<file path="config.mk">
export PLATFORM = sky130hd
export DESIGN_NAME = strobe_fanout
export DESIGN_NICKNAME = d
export VERILOG_FILES = /design/src/rtl/strb_pkg.sv /design/src/rtl/strb_gen.sv /design/src/rtl/strb_pinmux.sv /design/src/rtl/strobe_fanout.sv
export SDC_FILE = /design/constraint.sdc
export NUM_CORES = 1
export LEC_CHECK = 0
export ABC_AREA = 1
export BUFFER_PORTS_ARGS = -buffer_cell sky130_fd_sc_hd__buf_2
export CAP_MARGIN = 10
export CORE_MARGIN = 2
export CORE_UTILIZATION = 47
export CTS_BUF_LIST = sky130_fd_sc_hd__clkbuf_16
export CTS_CLUSTER_DIAMETER = 80
export DETAILED_ROUTE_END_ITERATION = 10
export MAX_ROUTING_LAYER = met4
export PLACE_DENSITY_LB_ADDON = 0.3
export SYNTH_ARGS = -nofsm -noshare
export SYNTH_HDL_FRONTEND = slang
export SYNTH_SLANG_ARGS = --single-unit
</file>
<file path="constraint.sdc">
create_clock -name clk -period 2.6 [get_ports clk]
set_clock_uncertainty 0.15 [all_clocks]
set_input_delay 0.52 -clock clk [delete_from_list [all_inputs] [get_ports clk]]
set_output_delay 0.52 -clock clk [all_outputs]
set_load 0.05 [all_outputs]
</file>
<file path="src/rtl/strb_pkg.sv">
package strb_pkg;
    typedef enum logic [1:0] {
        ST_IDLE  = 2'd0,
        ST_WAIT  = 2'd1,
        ST_PULSE = 2'd2,
        ST_GAP   = 2'd3
    } strb_state_e;
endpackage

</file>
<file path="src/rtl/strb_gen.sv">
module strb_gen
    import strb_pkg::*;
#(
    parameter int CNT_W = 4
) (
    input  logic             clk,
    input  logic             rst_n,
    input  logic             xfer_start,
    input  logic             xfer_stop,
    input  logic             beat,
    input  logic             cfg_lvl,
    input  logic [CNT_W-1:0] cfg_width,
    output logic             strobe,
    output logic             overrun,
    output logic             lvl,
    output strb_state_e      state
);
    localparam logic [CNT_W-1:0] ONE = CNT_W'(1);

    strb_state_e      state_q, state_d;
    logic [CNT_W-1:0] cnt_q, cnt_d, load_w;
    logic             pend_q, pend_d;
    logic             stop_q, stop_d;
    logic             ovr_q, ovr_d;
    logic             lvl_q, lvl_d;

    assign load_w = (cfg_width == '0) ? ONE : cfg_width;

    always_comb begin
        state_d = state_q;
        cnt_d   = cnt_q;
        pend_d  = pend_q;
        stop_d  = stop_q;
        ovr_d   = ovr_q;
        lvl_d   = (state_q == ST_IDLE) ? cfg_lvl : lvl_q;
        unique case (state_q)
            ST_IDLE: begin
                if (xfer_start) begin
                    state_d = ST_WAIT;
                    ovr_d   = 1'b0;
                    pend_d  = 1'b0;
                    stop_d  = 1'b0;
                end
            end
            ST_WAIT: begin
                if (xfer_stop) begin
                    state_d = ST_IDLE;
                end else if (beat) begin
                    state_d = ST_PULSE;
                    cnt_d   = load_w;
                end
            end
            ST_PULSE: begin
                if (xfer_stop) stop_d = 1'b1;
                if (beat) begin
                    if (pend_q) ovr_d  = 1'b1;
                    else        pend_d = 1'b1;
                end
                if (cnt_q == ONE) state_d = ST_GAP;
                else              cnt_d   = cnt_q - ONE;
            end
            ST_GAP: begin
                if (xfer_stop || stop_q) begin
                    state_d = ST_IDLE;
                    pend_d  = 1'b0;
                    stop_d  = 1'b0;
                end else if (pend_q || beat) begin
                    state_d = ST_PULSE;
                    cnt_d   = load_w;
                    pend_d  = pend_q && beat;
                end else begin
                    state_d = ST_WAIT;
                end
            end
            default: state_d = ST_IDLE;
        endcase
    end

    always_ff @(posedge clk or negedge rst_n) begin
        if (!rst_n) begin
            state_q <= ST_IDLE;
            cnt_q   <= '0;
            pend_q  <= 1'b0;
            stop_q  <= 1'b0;
            ovr_q   <= 1'b0;
            lvl_q   <= 1'b0;
        end else begin
            state_q <= state_d;
            cnt_q   <= cnt_d;
            pend_q  <= pend_d;
            stop_q  <= stop_d;
            ovr_q   <= ovr_d;
            lvl_q   <= lvl_d;
        end
    end

    always_comb begin
        strobe  = lvl_q ^ (state_q == ST_PULSE);
        overrun = ovr_q;
        lvl     = lvl_q;
        state   = state_q;
    end
endmodule

</file>
<file path="src/rtl/strb_pinmux.sv">
module strb_pinmux #(
    parameter int N_PINS = 8
) (
    input  logic              strobe,
    input  logic [N_PINS-1:0] en,
    input  logic [N_PINS-1:0] gpio_dout,
    input  logic [N_PINS-1:0] gpio_dir,
    output logic [N_PINS-1:0] pin_out,
    output logic [N_PINS-1:0] pin_oe
);
    for (genvar i = 0; i < N_PINS; i++) begin : g_pin
        assign pin_out[i] = en[i] ? strobe : gpio_dout[i];
        assign pin_oe[i]  = en[i] | gpio_dir[i];
    end
endmodule

</file>
<file path="src/rtl/strobe_fanout.sv">
module strobe_fanout
    import strb_pkg::*;
#(
    parameter int N_PINS  = 8,
    parameter int CFG_W   = 16,
    parameter int CNT_W   = 4,
    parameter int LVL_BIT = 0,
    parameter int EN_LSB  = 4,
    parameter int WID_LSB = 12
) (
    input  logic              clk,
    input  logic              rst_n,
    input  logic [CFG_W-1:0]  cfg_word,
    input  logic [N_PINS-1:0] gpio_dout,
    input  logic [N_PINS-1:0] gpio_dir,
    input  logic              xfer_start,
    input  logic              xfer_stop,
    input  logic              beat,
    output logic [N_PINS-1:0] pin_out,
    output logic [N_PINS-1:0] pin_oe,
    output logic              overrun
);
    logic [N_PINS-1:0] en_q;
    logic              gen_strobe;
    logic              gen_lvl;
    strb_state_e       gen_state;
    logic              cfg_unused;

    assign cfg_unused = ^cfg_word;

    always_ff @(posedge clk or negedge rst_n) begin
        if (!rst_n) en_q <= '0;
        else        en_q <= cfg_word[EN_LSB +: N_PINS];
    end

    strb_gen #(.CNT_W(CNT_W)) u_gen (
        .clk        (clk),
        .rst_n      (rst_n),
        .xfer_start (xfer_start),
        .xfer_stop  (xfer_stop),
        .beat       (beat),
        .cfg_lvl    (cfg_word[LVL_BIT]),
        .cfg_width  (cfg_word[WID_LSB +: CNT_W]),
        .strobe     (gen_strobe),
        .overrun    (overrun),
        .lvl        (gen_lvl),
        .state      (gen_state)
    );

    strb_pinmux #(.N_PINS(N_PINS)) u_mux (
        .strobe    (gen_strobe),
        .en        (en_q),
        .gpio_dout (gpio_dout),
        .gpio_dir  (gpio_dir),
        .pin_out   (pin_out),
        .pin_oe    (pin_oe)
    );
endmodule

</file>
==> flow_metrics.tcl <==
set metrics [dict create \
    status "completed" \
    p_leak_nw 0.750 \
    start_kind "register" \
    worstPathRequired_ps 1930 \
    syn2layout_area_growth_pct 36.2 \
    grt_max_degree 19 \
    period_needed_ps 2250 \
    setup_violations 0 \
    clk_path_buf_depth 2 \
    synth.yosys.warnings 0 \
    antenna_found_initial 0 \
    wl_um 2380 \
    seq_area_um2 450 \
    hold_violations 0 \
    postSynthAreaPerCell_um2 7.89 \
    cts_setup_buffers 0 \
    relSlewSlack_pct 74.2 \
    cts-resized-gates 0 \
    worstSetupEndpointType "output port" \
    ant_nets 0 \
    initial_core_util_pct 50.6 \
    portBuffers 50 \
    hpwl_um 1770 \
    placed_cells 204 \
    grt_use_total_pct 20.8 \
    crit_start "u_gen.state[0]$_DFFE_PN0P_" \
    multi_input_area_um2 487 \
    die_h_um 50.2 \
    hold_buffers 0 \
    routedWlPerCell_um 11.4 \
    path_class "reg -> out" \
    synth.area.top_cells "dfrtp_1 45%, nand2_1 13%, nor2_1 6.4%, or2_2 5.6%, a21oi_1 5.5%" \
    ios 54 \
    cts_buffers 3 \
    first_pass_iters 4 \
    critPathArrivalTime_ps 1580 \
    die_area_um2 2520 \
    instances_no_fill 208 \
    syn_area_um2 1000 \
    placementRows 16 \
    setup_tns_ps 0 \
    timing.final.max_slew_violations 0 \
    rsz0062_at_grt "false" \
    ys_seq_elements 18 \
    timing.rr.start "u_gen.cnt_q[0]$_DFFE_PN0P_" \
    drcViolationCount 0 \
    pre_cts_ws_ps 638 \
    post_dp_cell_area_um2 1290 \
    ys_types 19 \
    peakVddDrop_mv 0.739 \
    fin_nets 221 \
    crit_fanout 9 \
    p_per_area_nw_per_um2 1210 \
    netlist.area_leader.share_pct 44.9 \
    clock_sinks 18 \
    vias 1012 \
    globalRouteOverflowTotal 0 \
    die_w_um 50.2 \
    root_buffer "clkbuf_16" \
    drv_cap 0 \
    synth_nets 166 \
    insertion_delay_ps 240 \
    worst_pin_slew_ps 387 \
    drive_above_1_share_pct 39.2 \
    placeableCoreArea_um2 1980 \
    routabilityCongestion 0.888 \
    hold_class "in -> async" \
    antennaDiodeCount 0 \
    clkTransAtPathRegs_ps 50 \
    worst_slack_ps 352 \
    num-fill-cells 164 \
    grt_first_pass_wirelength_um 3910 \
    grt_pass1_vias 940 \
    min_period_over_period_pct 86.5 \
    yosysSeqAreaShare_pct 44.9 \
    drt_iter0_drc 17 \
    htreeDepth 1 \
    synth_area_leader_cell "dfrtp_1" \
    synthCells 127 \
    final_area_um2 1370 \
    via_per_inst 4.87 \
    cts_tree "built" \
    fmax_mhz 445 \
]
-- sequential cells by signal, summed over array words and instances (netlist names) --
name           count
u_gen.pend_q       1
u_gen.state        2
u_gen.overrun      1
u_gen.cnt_q        4
u_gen.lvl          1
u_gen.stop_q       1
en_q               8
-- layout by cell type, fill, tap and decap left out --
| cell type | n |
|---|---|
| inv_6 | 1 |
| a22oi_1 | 1 |
| dfrtp_1 | 18 |
| ha_1 | 2 |
| inv_1 | 12 |
| or2_2 | 9 |
| mux2_2 | 1 |
| nand2_1 | 34 |
| buf_2 | 50 |
| nand3_4 | 1 |
| clkinv_1 | 1 |
| o211ai_1 | 1 |
| nand2_4 | 1 |
| inv_2 | 3 |
| o21ai_0 | 4 |
| o21ai_1 | 1 |
| nor2_1 | 17 |
| nor2_4 | 1 |
| a21oi_1 | 11 |
| clkbuf_16 | 3 |
| nand3_1 | 8 |
| xor2_4 | 1 |
-- critical path, cell delays in order (launching register included) --
cell,delay [ps]
dfrtp_1,450
inv_2,110
nand2_4,120
xor2_4,210
a21oi_1,160
buf_2,280
-- stage by stage --
step | utilization [%] | hold slack [ps] | total power (W)
finish | 68.9 | 45.2 | 0.00165
global route | 68.9 | 83.4 | 0.00178
CTS | 68.9 | 64.0 | 0.00166
detailed placement | 64.9 | 322 | 0.00135
global placement | 64.9 | 320 | 0.00132
floorplan | - | 74.4 | 0.00115
-- report_power, final --
part | total [W] | internal [W] | switching (W) | leakage [nW]
sequential | 0.000458 | 0.000366 | 0.0000921 | 0.216
clock | 0.000298 | 0.000204 | 0.0000940 | 0.0385
combinational | 0.000896 | 0.000266 | 0.000630 | 0.495
total | 0.00165 | 0.000836 | 0.000816 | 0.750
-- Yosys cell counts --
library cell / n
nand2_4: 1
a21oi_1: 11
inv_2: 3
nor2_4: 1
xor2_4: 1
ha_1: 2
nand3_1: 8
nand2_1: 34
o211ai_1: 1
dfrtp_1: 18
nor2_1: 17
nand3_4: 1
a22oi_1: 1
or2_2: 9
inv_1: 12
mux2_2: 1
inv_6: 1
o21ai_0: 4
o21ai_1: 1
-- worst paths after layout --
check                                             end  slack (ps)  depth (start not counted)
max in group asynchronous   u_gen.overrun$_DFFE_PN0P_        1980                          1
min                          u_gen.pend_q$_DFFE_PN0P_          50                          1
min in group clk                    en_q[2]$_DFF_PN0_         230                          1
min reg2reg                u_gen.cnt_q[1]$_DFFE_PN0P_         370                          2
max                                        pin_out[0]         350                          5
max reg2reg                u_gen.cnt_q[2]$_DFFE_PN0P_        1160                          7
-- cell type report --
class	instances	area share, %
clock buffers	3	5.50
multi-input cells	93	35.7
flip-flops and latches	18	33.0
repair buffers	50	18.3
inverters	16	4.77
clock inverters	1	0.275
well taps	27	2.47
-- layer usage --
metal	track usage (%)	part of all wire, %
met1	23.8	38
met2	37.7	52
met3	2.68	8.5
met4	6.02	1.3
met5	-	0
-- cells by family after synthesis --
logic type | Yosys count | synth area share [%]
XOR/XNOR | 1 | 2.75
flip-flops | 18 | 44.9
adder cells (fa/ha/maj) | 2 | 2.50
AO/OA/AOI/OAI | 18 | 9.49
buffers and inverters | 16 | 6.49
AND/OR/NAND/NOR | 71 | 32.7
multiplexers | 1 | 1.12
(Power assumes the default switching activity.)
